<file path="config.mk">
export PLATFORM = sky130hd
export DESIGN_NAME = tap_train_engine
export DESIGN_NICKNAME = d
export VERILOG_FILES = /design/src/rtl/tt_pkg.sv /design/src/rtl/tt_lock_wait.sv /design/src/rtl/tt_read_qual.sv /design/src/rtl/tt_window.sv /design/src/rtl/tap_train_engine.sv
export SDC_FILE = /design/constraint.sdc
export NUM_CORES = 1
export LEC_CHECK = 0
export BUFFER_PORTS_ARGS = -buffer_cell sky130_fd_sc_hd__buf_2
export CAP_MARGIN = 20
export CELL_PAD_IN_SITES_DETAIL_PLACEMENT = 0
export CELL_PAD_IN_SITES_GLOBAL_PLACEMENT = 1
export CORE_MARGIN = 2
export CORE_UTILIZATION = 45
export DETAILED_ROUTE_END_ITERATION = 16
export PLACE_DENSITY = 0.91
export SLEW_MARGIN = 20
export SYNTH_ARGS = -nofsm -noshare
export SYNTH_HDL_FRONTEND = slang
export SYNTH_SLANG_ARGS = --single-unit
</file>
<file path="constraint.sdc">
create_clock -name clk -period 5.5 [get_ports clk]
set_clock_uncertainty 0.1 [all_clocks]
set_input_delay 1.1 -clock clk [delete_from_list [all_inputs] [get_ports clk]]
set_output_delay 1.1 -clock clk [all_outputs]
set_load 0.005 [all_outputs]
</file>
<file path="src/rtl/tt_pkg.sv">
package tt_pkg;
  typedef enum logic [3:0] {
    ST_IDLE,
    ST_INIT_LOW,
    ST_INIT_RST,
    ST_WAIT_LPBK,
    ST_INIT_SYNC,
    ST_TAP_RST,
    ST_TAP_SYNC,
    ST_WAIT_DLL,
    ST_READ,
    ST_GAP,
    ST_EVAL,
    ST_DECIDE,
    ST_FIN_RST,
    ST_FIN_SYNC,
    ST_FIN_WAIT
  } tt_state_e;
endpackage

</file>
<file path="src/rtl/tt_lock_wait.sv">
module tt_lock_wait #(
  parameter int TO_W = 16
) (
  input  logic            clk,
  input  logic            rst_n,
  input  logic            active,
  input  logic            lock_in,
  input  logic [TO_W-1:0] limit,
  output logic            locked,
  output logic            expired
);
  logic [TO_W-1:0] wait_cnt;

  always_ff @(posedge clk or negedge rst_n) begin
    if (!rst_n)               wait_cnt <= '0;
    else if (!active)         wait_cnt <= '0;
    else if (wait_cnt != '1)  wait_cnt <= wait_cnt + 1'b1;
  end

  assign locked  = active & lock_in;
  assign expired = active & ~lock_in & (wait_cnt >= limit);
endmodule

</file>
<file path="src/rtl/tt_read_qual.sv">
module tt_read_qual #(
  parameter int QUAL_READS = 10
) (
  input  logic clk,
  input  logic rst_n,
  input  logic clear,
  input  logic hit,
  output logic last
);
  localparam int CW = $clog2(QUAL_READS + 1);
  localparam logic [CW-1:0] LAST_CNT = CW'(QUAL_READS - 1);

  logic [CW-1:0] hits;

  always_ff @(posedge clk or negedge rst_n) begin
    if (!rst_n)     hits <= '0;
    else if (clear) hits <= '0;
    else if (hit)   hits <= hits + 1'b1;
  end

  // current read is the final one needed to qualify the tap
  assign last = (hits == LAST_CNT);
endmodule

</file>
<file path="src/rtl/tt_window.sv">
module tt_window #(
  parameter int TAP_W   = 7,
  parameter int MIN_WIN = 3
) (
  input  logic             clk,
  input  logic             rst_n,
  input  logic             clear_all,
  input  logic             eval,
  input  logic             valid,
  input  logic [TAP_W-1:0] idx,
  input  logic [TAP_W-1:0] obs,
  input  logic             pass,
  output logic             close_big,
  output logic [TAP_W:0]   best_size,
  output logic [TAP_W-1:0] best_mid,
  output logic             best_pass
);
  localparam int SZ_W = TAP_W + 1;
  localparam logic [TAP_W-1:0] LAST_TAP = '1;
  localparam logic [SZ_W-1:0]  MIN_SZ   = SZ_W'(MIN_WIN);

  logic             open_q;
  logic [TAP_W-1:0] lo_obs, hi_obs, lo_idx, hi_idx;
  logic [TAP_W-1:0] n_lo_obs, n_hi_obs, n_lo_idx, n_hi_idx;
  logic             n_open, closing;
  logic [SZ_W-1:0]  size, mid_sum;
  logic [TAP_W-1:0] mid;

  always_comb begin
    n_open   = open_q | valid;
    n_lo_obs = (valid && !open_q) ? obs : lo_obs;
    n_lo_idx = (valid && !open_q) ? idx : lo_idx;
    n_hi_obs = valid ? obs : hi_obs;
    n_hi_idx = valid ? idx : hi_idx;
    closing  = eval && n_open && (!valid || idx == LAST_TAP);
    size     = {1'b0, n_hi_obs} - {1'b0, n_lo_obs} + 1'b1;
    mid_sum  = {1'b0, n_lo_idx} + {1'b0, n_hi_idx};
    mid      = TAP_W'(mid_sum >> 1);
  end

  assign close_big = closing && (size >= MIN_SZ);

  always_ff @(posedge clk or negedge rst_n) begin
    if (!rst_n) begin
      open_q <= 1'b0;
      lo_obs <= '0; hi_obs <= '0; lo_idx <= '0; hi_idx <= '0;
      best_size <= '0; best_mid <= '0; best_pass <= 1'b0;
    end else if (clear_all) begin
      open_q <= 1'b0;
      best_size <= '0; best_mid <= '0; best_pass <= 1'b0;
    end else if (eval) begin
      open_q <= n_open && !closing;
      lo_obs <= n_lo_obs; hi_obs <= n_hi_obs;
      lo_idx <= n_lo_idx; hi_idx <= n_hi_idx;
      if (closing && size > best_size) begin
        best_size <= size;
        best_mid  <= mid;
        best_pass <= pass;
      end
    end
  end
endmodule

</file>
<file path="src/rtl/tap_train_engine.sv">
module tap_train_engine #(
  parameter int TAP_W      = 7,
  parameter int QUAL_READS = 10,
  parameter int MIN_WIN    = 3,
  parameter int TO_W       = 16,
  parameter int MDLY_W     = 8,
  parameter int INIT_DLY   = 4,
  parameter int TX_DLY     = 30
) (
  input  logic              clk,
  input  logic              rst_n,
  input  logic              start,
  input  logic              enable,
  input  logic [TO_W-1:0]   lock_limit,
  input  logic              lpbk_lock,
  input  logic              dll_lock,
  input  logic [TAP_W-1:0]  obs_rx_tap,
  input  logic              rd_done,
  input  logic              rd_match,
  output logic              rd_req,
  output logic              phy_dll_rst,
  output logic              phy_resync,
  output logic [MDLY_W-1:0] phy_master_dly,
  output logic [TAP_W-1:0]  phy_tx_dly,
  output logic [TAP_W-1:0]  phy_rx_tap,
  output logic              done,
  output logic              fail,
  output logic              tuned,
  output logic [TAP_W-1:0]  best_tap,
  output logic              extra_dummy
);
  import tt_pkg::*;

  localparam logic [TAP_W-1:0] LAST_TAP = '1;
  localparam logic [TAP_W:0]   MIN_SZ   = (TAP_W+1)'(MIN_WIN);

  tt_state_e        state;
  logic [TAP_W-1:0] tap;
  logic             pass, tap_ok;
  logic             lk_active, lk_in, lk_ok, lk_exp;
  logic             q_last, w_big, w_best_pass;
  logic [TAP_W:0]   w_best_size;

  assign phy_tx_dly  = TAP_W'(TX_DLY);
  assign extra_dummy = pass;

  assign lk_active = (state == ST_WAIT_LPBK) || (state == ST_WAIT_DLL) ||
                     (state == ST_FIN_WAIT);
  assign lk_in     = (state == ST_WAIT_LPBK) ? lpbk_lock : dll_lock;

  tt_lock_wait #(.TO_W(TO_W)) u_lock (
    .clk(clk), .rst_n(rst_n), .active(lk_active), .lock_in(lk_in),
    .limit(lock_limit), .locked(lk_ok), .expired(lk_exp)
  );

  tt_read_qual #(.QUAL_READS(QUAL_READS)) u_qual (
    .clk(clk), .rst_n(rst_n), .clear(state == ST_WAIT_DLL),
    .hit((state == ST_READ) && rd_done && rd_match), .last(q_last)
  );

  tt_window #(.TAP_W(TAP_W), .MIN_WIN(MIN_WIN)) u_win (
    .clk(clk), .rst_n(rst_n), .clear_all(state == ST_INIT_LOW),
    .eval(state == ST_EVAL), .valid(tap_ok), .idx(tap), .obs(obs_rx_tap),
    .pass(pass), .close_big(w_big), .best_size(w_best_size),
    .best_mid(best_tap), .best_pass(w_best_pass)
  );

  always_ff @(posedge clk or negedge rst_n) begin
    if (!rst_n) begin
      state <= ST_IDLE;
      tap <= '0; pass <= 1'b0; tap_ok <= 1'b0;
      phy_dll_rst <= 1'b0; phy_resync <= 1'b0;
      phy_master_dly <= '0; phy_rx_tap <= '0;
      rd_req <= 1'b0; done <= 1'b0; fail <= 1'b0; tuned <= 1'b0;
    end else begin
      case (state)
        ST_IDLE: if (start && !tuned) begin
          done <= !enable;
          fail <= 1'b0;
          if (enable) begin
            pass  <= 1'b0;
            state <= ST_INIT_LOW;
          end
        end
        ST_INIT_LOW: begin
          phy_dll_rst    <= 1'b0;
          phy_resync     <= 1'b0;
          phy_master_dly <= MDLY_W'(INIT_DLY);
          state          <= ST_INIT_RST;
        end
        ST_INIT_RST: begin
          phy_dll_rst <= 1'b1;
          state       <= ST_WAIT_LPBK;
        end
        ST_WAIT_LPBK:
          if (lk_ok) state <= ST_INIT_SYNC;
          else if (lk_exp) begin fail <= 1'b1; state <= ST_IDLE; end
        ST_INIT_SYNC: begin
          phy_resync <= 1'b1;
          tap        <= '0;
          state      <= ST_TAP_RST;
        end
        ST_TAP_RST: begin
          phy_rx_tap <= tap;
          phy_resync <= 1'b0;
          state      <= ST_TAP_SYNC;
        end
        ST_TAP_SYNC: begin
          phy_resync <= 1'b1;
          state      <= ST_WAIT_DLL;
        end
        ST_WAIT_DLL:
          if (lk_ok) begin rd_req <= 1'b1; state <= ST_READ; end
          else if (lk_exp) begin fail <= 1'b1; state <= ST_IDLE; end
        ST_READ: if (rd_done) begin
          rd_req <= 1'b0;
          if (!rd_match)  begin tap_ok <= 1'b0; state <= ST_EVAL; end
          else if (q_last) begin tap_ok <= 1'b1; state <= ST_EVAL; end
          else state <= ST_GAP;
        end
        ST_GAP: begin
          rd_req <= 1'b1;
          state  <= ST_READ;
        end
        ST_EVAL:
          if (w_big || tap == LAST_TAP) begin
            if (!pass) begin
              pass  <= 1'b1;
              tap   <= '0;
              state <= ST_TAP_RST;
            end else state <= ST_DECIDE;
          end else begin
            tap   <= tap + 1'b1;
            state <= ST_TAP_RST;
          end
        ST_DECIDE:
          if (w_best_size < MIN_SZ) begin fail <= 1'b1; state <= ST_IDLE; end
          else begin pass <= w_best_pass; state <= ST_FIN_RST; end
        ST_FIN_RST: begin
          phy_rx_tap <= best_tap;
          phy_resync <= 1'b0;
          state      <= ST_FIN_SYNC;
        end
        ST_FIN_SYNC: begin
          phy_resync <= 1'b1;
          state      <= ST_FIN_WAIT;
        end
        ST_FIN_WAIT:
          if (lk_ok) begin done <= 1'b1; tuned <= 1'b1; state <= ST_IDLE; end
          else if (lk_exp) begin fail <= 1'b1; state <= ST_IDLE; end
        default: state <= ST_IDLE;
      endcase
    end
  end
endmodule

</file>
==> results of run 1 <==
flip-flops by register name, summed over array words and instances, names as in the netlist, 4 cells and up:
register / flops
u_lock.wait_cnt: 16
u_win.best_size: 8
phy_rx_tap: 7
tap: 7
u_win.best_mid: 7
u_win.hi_idx: 7
u_win.hi_obs: 7
u_win.lo_idx: 7
u_win.lo_obs: 7
state: 4
u_qual.hits: 4
final cells by class:
cell class,count,area share [%]
repair buffers,57,4.53
clock inverters,6,0.982
inverters,53,3.00
flip-flops and latches,92,34.7
clock buffers,10,3.45
well taps,176,3.32
multi-input cells,499,50.0
cells by family (layout without fill, tap and decap cells):
logic type | count (synthesis) | count (layout)
simple gates | 250 | 250
compound gates | 121 | 121
flops | 92 | 92
buf+inv | 91 | 126
fa+ha+maj | 49 | 49
mux | 46 | 46
xor+xnor | 19 | 19
other cells | 2 | 14
Yosys cell counts, types with 2 or more instances:
cell type	number	area [sq um]
nand4_1	13	81.3
a21o_1	8	60.1
a221o_1	2	20.0
a21oi_1	30	150
a2111o_1	2	22.5
nor2b_1	7	43.8
conb_1	2	7.51
nor4_1	3	18.8
buf_2	4	20.0
a41oi_1	2	17.5
and2_1	3	18.8
buf_6	2	22.5
nor3_1	6	30.0
nand2_1	107	402
o21ai_0	27	135
ha_1	47	588
xnor2_1	6	52.6
clkbuf_1	13	48.8
buf_1	5	18.8
mux2i_1	24	240
a31oi_1	6	37.5
nand2b_1	12	75.1
o31ai_1	3	22.5
and4_1	2	17.5
xor2_1	13	114
or4_1	2	15.0
inv_1	52	195
fa_1	2	40.0
or3_1	2	12.5
buf_4	14	105
dfrtp_1	92	2300
o22ai_1	10	62.6
nor3b_1	3	22.5
nor2_1	54	203
mux2_2	22	248
a211o_1	2	17.5
and3_1	4	25.0
nand3_1	22	110
a211oi_1	9	67.6
how the worst min path moves through the flow:
stage	from	to	slack, ns	depth (start not counted)
2_1_floorplan	u_win.lo_idx[3]$_DFFE_PN0P_	u_win.lo_idx[3]$_DFFE_PN0P_	0.34	2
3_3_place_gp	phy_master_dly[2]$_DFFE_PN0P_	phy_master_dly[2]$_DFFE_PN0P_	0.34	1
3_5_place_dp	phy_master_dly[2]$_DFFE_PN0P_	phy_master_dly[2]$_DFFE_PN0P_	0.36	1
4_1_cts	phy_master_dly[2]$_DFFE_PN0P_	phy_master_dly[2]$_DFFE_PN0P_	0.37	1
5_1_grt	u_win.lo_idx[5]$_DFFE_PN0P_	u_win.lo_idx[5]$_DFFE_PN0P_	0.40	2
6_report	phy_master_dly[2]$_DFFE_PN0P_	phy_master_dly[2]$_DFFE_PN0P_	0.37	1
critical path, delay by kind of cell, from the launching register on:
family | cells | cell delay [ns]
AO/OA/AOI/OAI | 6 | 0.88
XOR/XNOR | 1 | 0.19
adder cells (fa/ha/maj) | 4 | 1.11
buffers and inverters | 4 | 0.51
flip-flops | 1 | 0.40
multiplexers | 2 | 0.65
AND/OR/NAND/NOR | 2 | 0.71
through the flow:
stage	hold slack, ns	cells	setup slack, ns	utilization, %	total power (W)
CTS	0.372	893	0.830	50.7	0.00318
global placement	0.344	877	0.826	48.4	0.00246
floorplan	0.340	682	0.942	-	0.00214
global route	0.400	893	0.564	50.7	0.00346
finish	0.371	893	0.860	50.7	0.00318
detailed placement	0.355	877	0.725	48.4	0.00254
metal layers:
layer	wire length (um)	share of wire, %
met1	5920	44
met3	490	3.6
met5	0	0
met4	184	1.4
met2	6870	51
power by group through the flow:
stage / Sequential, W / Clock [W] / Combinational [W]
detailed placement: 0.000985 / 0 / 0.00156
finish: 0.000976 / 0.000619 / 0.00158
CTS: 0.000972 / 0.000633 / 0.00158
global placement: 0.000978 / 0 / 0.00149
floorplan: 0.000907 / 0 / 0.00124
global route: 0.000998 / 0.000665 / 0.00179
==> metrics.txt, run 1 <==
Mapped Cells=between 600 and 700; fin. max-slew vios=0; Synth Area in Adders=10.5%; Starting DRT DRC Count=between 200 and 300; Yosys warnings=0; ANT nets after route=0; Distinct cells, synth=70; total DRC errors in the routed layout=0; Critical Path Sink=u_win.best_mid[3]$_DFFE_PN0P_; MaxCap Viol Count=0; reg2reg start=u_win.open_q$_DFFE_PN0P_; register area share after synthesis=38.5%; setup TNS=0 ns; Initial DRT Pass Iterations=4; vias after detailed routing=roughly 4800; reg2reg setup slack=around 0.86 ns; crit path from=u_win.open_q$_DFFE_PN0P_; clock period minus worst slack=~4.6 ns; Synth Flop Type=dfrtp_1; Clk pin slew, worst setup/hold paths=~0.070 ns; Placed Instance Area=0.00633 sq mm; endpoints failing setup=0; Root Buffer=clkbuf_16; CTS tree=done; asr flop ratio synth=100%; finished layout cell area=about 0.0066 sq mm; Die Span Y=roughly 120 um; Worst path slowest cell=nand2b_1; worst-path fanout max=15; Post-CTS Setup Inserts=0; io pins=67; Avg WL per Cell=about 15 um; commonest non-fill, non-tap cells in the layout=nand2_1 (107), dfrtp_1 (92), nor2_1 (53); Yosys reg bits=92; die area=0.0142 sq mm; worst reg2reg path depth=19; Worst Path Required=5.67 ns; post-synthesis mux area share=under 10%; combinational power share=~50%; largest net degree at the start of global routing=52; GRT Overall Usage=about a fifth; global route overflow=0; NetSw=0.00134 W; Internal=around 0.0018 W; Synth Area per Inst=around 9 sq um; Netlist Area Pre-Place=~0.0060 sq mm; core region area=roughly 0.013 sq mm; initial antenna violation count=0; via/cell ratio=5.40; Worst EP arrival=4.81 ns; CP cell instances=nand2b_1 > mux2_2 > ha_1 > inv_1 > ha_1 > inv_1 > fa_1 > nand2b_1 > a21oi_1 > xnor2_1 > inv_1 > ha_1 > a21o_1 > a21o_1 > a21oi_1 > o21ai_0 > o2111ai_2 > buf_4 > mux2i_1; CP max stage delay=about 0.5 ns; Setup crit end kind=flip-flop; M3 GR Usage=4.36%; outcome=complete, no violations; largest family of logic cells by synthesized area=simple AND/OR/NAND/NOR gates; Switching Fraction=approximately 42%; hold buffer count at CTS=0; met1 GRT Util=between 20% and 30%; layout cell share with drive strength beyond 1=14.8%; PwrDens=approximately 480 mW/mm^2; first-pass GRT wire length=23200 um; GRT busiest layer=met2; Clock power frac=between 10% and 20%; Post-Synth XOR/XNOR Area=under 10%; CP Class=flip-flop to flip-flop; worst slew pin tran=a little under 1 ns; complex-gate fraction of the synthesized area=between 10% and 20%; power share of the sequential group=between 30% and 40%; area growth from synthesis to layout=10.8%; number of port buffers=52; post-CTS sizing=0; Bufs on Longest Clock Path=2; EDFF count, synth=0; CP startpoint kind=flip-flop; Ant. Diodes=0; post-synthesis simple-gate area fraction=about a fifth; Post-layout nets=792; Fmax achieved=roughly 220 MHz; Tcrit/Tclk final=84.4%; Routed WL=between 10000 and 15000 um; FF/Latch Area=between 0.002 and 0.0025 sq mm; H-tree depth=3; initial core utilization=about 46%; vias in the first global route=~5000; FP Rows=42; post-DP HPWL=a little under 10000 um; filler instances=~1200; Die W=119 um; worst skew pair latency=between 0.3 and 0.4 ns; RSZ-0062 raised after global routing=false; worst vdd ir=0.366 mV; met2 track demand over resource=between 30% and 40%; Leak=between 3 and 4 nW; commonest non-fill, non-tap cell in the layout=nand2_1; reg2reg end=u_win.best_mid[3]$_DFFE_PN0P_; Slew HR=between 30% and 40%; CTS Sinks=92; Worst Hold Class=flip-flop to flip-flop; Num CTS Buffers=9; Multi-input gate area=around 0.0033 sq mm; GPL Wtd Cong=slightly above 0.8; final hold vios=0
(Power assumes the default switching activity.)
==> inputs of run 2 (changes only) <==
Settings changed: ABC_AREA set to 1, CORE_UTILIZATION 45 to 39, PLACE_DENSITY 0.91 to 0.87.
Clock period 5.5 ns to 4.2 ns, I/O delays scaled along.
==> metrics.txt, run 2 <==
outcome=complete, no violations; Routed WL=13700 um (+1.5%); largest net degree at the start of global routing=41 (-21%); post-DP HPWL=10300 um (+3.8%); WL met1=6810 um (+15%); CP Class=flip-flop to flip-flop; Die Span Y=127 um (+6.7%); EDFF count, synth=0 (unchanged); ANT nets after route=0 (unchanged); GPL Wtd Cong=0.885 (+6.7%); Num CTS Buffers=9 (unchanged); worst-path fanout max=33 (+18); first-pass GRT wire length=23200 um (about the same); vias in the first global route=4721 (-3.9%); Internal=0.00249 W (+36%); NetSw=0.00194 W (+45%); H-tree depth=3 (unchanged); Worst Path Required=4.33 ns (-1.34 ns); Netlist Area Pre-Place=0.00593 sq mm (-0.86%); reg2reg setup slack=0.36 ns (-0.50 ns); io pins=67 (unchanged); CP startpoint kind=flip-flop; initial antenna violation count=0 (unchanged); Leak=3.44 nW (+2.6%); vias after detailed routing=5192 (+7.7%); commonest non-fill, non-tap cell in the layout=nand2_1; ranking of synthesized cells by area=dfrtp_1 (39%), nand2_1 (12%), ha_1 (9.9%), inv_1 (6.8%), o21ai_0 (6.7%); Yosys reg bits=92 (unchanged); Worst EP arrival=3.98 ns (-0.83 ns); worst skew pair latency=0.35 ns (about the same); post-synth top area share=38.8% (+0.33 points); Post-layout nets=916 (+16%); clock period minus worst slack=3.84 ns (-0.797 ns); Tcrit/Tclk final=91.5% (+7.1 points); Setup crit end kind=flip-flop; MaxCap Viol Count=0 (unchanged); met3 WL post-DR=732 um (+49%); register area share after synthesis=38.8% (+0.33 points); final hold vios=0 (unchanged); fin. max-slew vios=0 (unchanged); Distinct cells, synth=47 (-33%); Clock power frac=19.9% (+0.4 points); number of port buffers=52 (unchanged); max FFs per register=16 (unchanged); hold buffer count at CTS=0 (unchanged); initial core utilization=39.5% (-6.3 points); Root Buffer=clkbuf_16; fin util=44.5% (-6.2 points); top-count cell post-synth=nand2_1; most instantiated cells after synthesis=nand2_1 (192), inv_1 (107), dfrtp_1 (92), o21ai_0 (79), nor2_1 (50); CTS Sinks=92 (unchanged); worst vdd ir=0.524 mV (+43%); Placed Instance Area=0.00635 sq mm (+0.30%); combinational power share=53.4% (+3.6 points); Initial DRT Pass Iterations=5 (+1); CTS tree=done; Yosys warnings=0 (unchanged); Avg WL per Cell=13.3 um (-12%); Bufs on Longest Clock Path=2 (unchanged); area growth from synthesis to layout=12.7%; most flop-heavy register=u_lock.wait_cnt; FP Rows=45 (+7.1%); dominant cell type by area after synthesis=dfrtp_1; PwrDens=663 mW/mm^2 (+38%); Synth Flop Type=dfrtp_1; finished layout cell area=0.00668 sq mm (+0.81%); Fmax achieved=260 MHz (+21%); total DRC errors in the routed layout=0 (unchanged); Die W=127 um (+6.7%); via/cell ratio=5.05 (-6.6%); core region area=0.0150 sq mm (+15%); layout cell share with drive strength beyond 1=11.9% (-2.9 points); Switching Fraction=43.8% (+1.6 points); GRT Overall Usage=17.7% (-2.3 points); Worst Hold Class=input port to asynchronous set/reset pin; commonest non-fill, non-tap cells in the layout=nand2_1 (191), inv_1 (107), dfrtp_1 (92); global route overflow=0 (unchanged); power share of the sequential group=26.6% (-4.1 points); endpoints failing setup=0 (unchanged); die area=0.0162 sq mm (+14%); routed wl met2=5920 um (-14%); crit path from=tap_ok$_DFFE_PN0P_; Largest regs=u_lock.wait_cnt: 16 flops, u_win.best_size: 8 flops; Mapped Cells=783 (+17%); reg2reg start=tap_ok$_DFFE_PN0P_; Synth Area per Inst=7.57 sq um (-15%); Clk pin slew, worst setup/hold paths=0.06 ns (about the same); asr flop ratio synth=100% (unchanged); worst slew pin tran=0.795 ns (-0.177 ns); top routing layer used=met4; Starting DRT DRC Count=368 (+35%); Ant. Diodes=0 (unchanged); Slew HR=46.9% (+12 points)
run 2: cell types whose count changed after synthesis, sizes merged, moves of 12 or more:
cell,previous run,this run
nand2,108,195
inv,52,115
o21ai,29,84
nand3,22,49
mux2,22,0
mux2i,24,6
nor3,7,20
nand2b,12,0
run 2: kinds of logic (layout without fill, tap and decap cells):
family / after synthesis / in the layout / share of synthesized area [%]
buffers and inverters: 143 / 189 / 10.1
muxes: 6 / 6 / 1.01
AOI/OAI and AO/OA: 145 / 145 / 13.5
xor gates and xnor gates: 4 / 4 / 0.591
adders and majority gates: 49 / 49 / 10.6
and+or+nand+nor: 342 / 342 / 25.3
other: 2 / 14 / 0.127
DFF: 92 / 92 / 38.8
run 2: per-stage QoR:
stage	instances	worst slack (ns)	hold slack, ns	power (W)	setup TNS, ns
finish	1029	0.357	0.347	0.00443	0
global route	1029	-0.00918	0.383	0.00494	-0.0119
CTS	1029	0.270	0.360	0.00447	0
detailed placement	1013	0.0475	0.357	0.00356	0
global placement	1013	0.104	0.349	0.00354	0
floorplan	795	0.291	0.333	0.00298	0
run 2: path summary, 6_finish.rpt:
path | to | depth (start not counted)
max in group asynchronous | u_lock.wait_cnt[1]$_DFFE_PN0P_ | 2
setup reg to reg | u_win.best_mid[0]$_DFFE_PN0P_ | 23
hold / removal | phy_rx_tap[2]$_DFFE_PN0P_ | 1
min in group clk | phy_master_dly[2]$_DFFE_PN0P_ | 1
setup / recovery | u_win.best_mid[0]$_DFFE_PN0P_ | 23
hold reg to reg | phy_master_dly[2]$_DFFE_PN0P_ | 1
run 2: power groups by stage:
stage	combinational, W	clock, W	sequential [W]
floorplan	0.00181	0	0.00117
global placement	0.00234	0	0.00119
detailed placement	0.00237	0	0.00119
CTS	0.00239	0.000907	0.00118
global route	0.00281	0.000935	0.00120
finish	0.00237	0.000883	0.00118
run 2: worst max-delay path, stage by stage (launching register included):
cell and delay [ns]:
dfrtp_1 0.40, buf_6 0.27, o21ai_0 0.16, ha_1 0.31, inv_1 0.06, ha_1 0.17
inv_1 0.06, fa_1 0.38, inv_1 0.08, nand2_1 0.05, nand2_1 0.09, nand3_1 0.09
nand2_1 0.07, nand2_1 0.04, nand2_1 0.10, inv_1 0.05, ha_1 0.28, nand2_1 0.06
nor2_1 0.14, a21o_1 0.17, nand3_4 0.15, nand2_4 0.14, inv_2 0.09, a22o_1 0.19
run 2: cell type report:
cell class | count | area (sq um)
Fill cell | 1531 | 8350
Timing Repair Buffer | 58 | 315
Tap cell | 188 | 235
Sequential cell | 92 | 2300
Multi-Input combinational cell | 560 | 3080
Clock buffer | 12 | 246
Inverter | 115 | 432
Clock inverter | 4 | 72.6
run 2: what timing repair did:
item                                    in CTS  in global routing
gates resized for setup                      0                  5
endpoints found under the setup margin       0                 13
buffers inserted                             0                  0
run 2: per-layer routing:
metal	vias up	global-route usage [%]
met4	0	4.91
met3	21	4.02
met2	145	26.8
met5	-	0
met1	2376	25.5
li1	2650	-
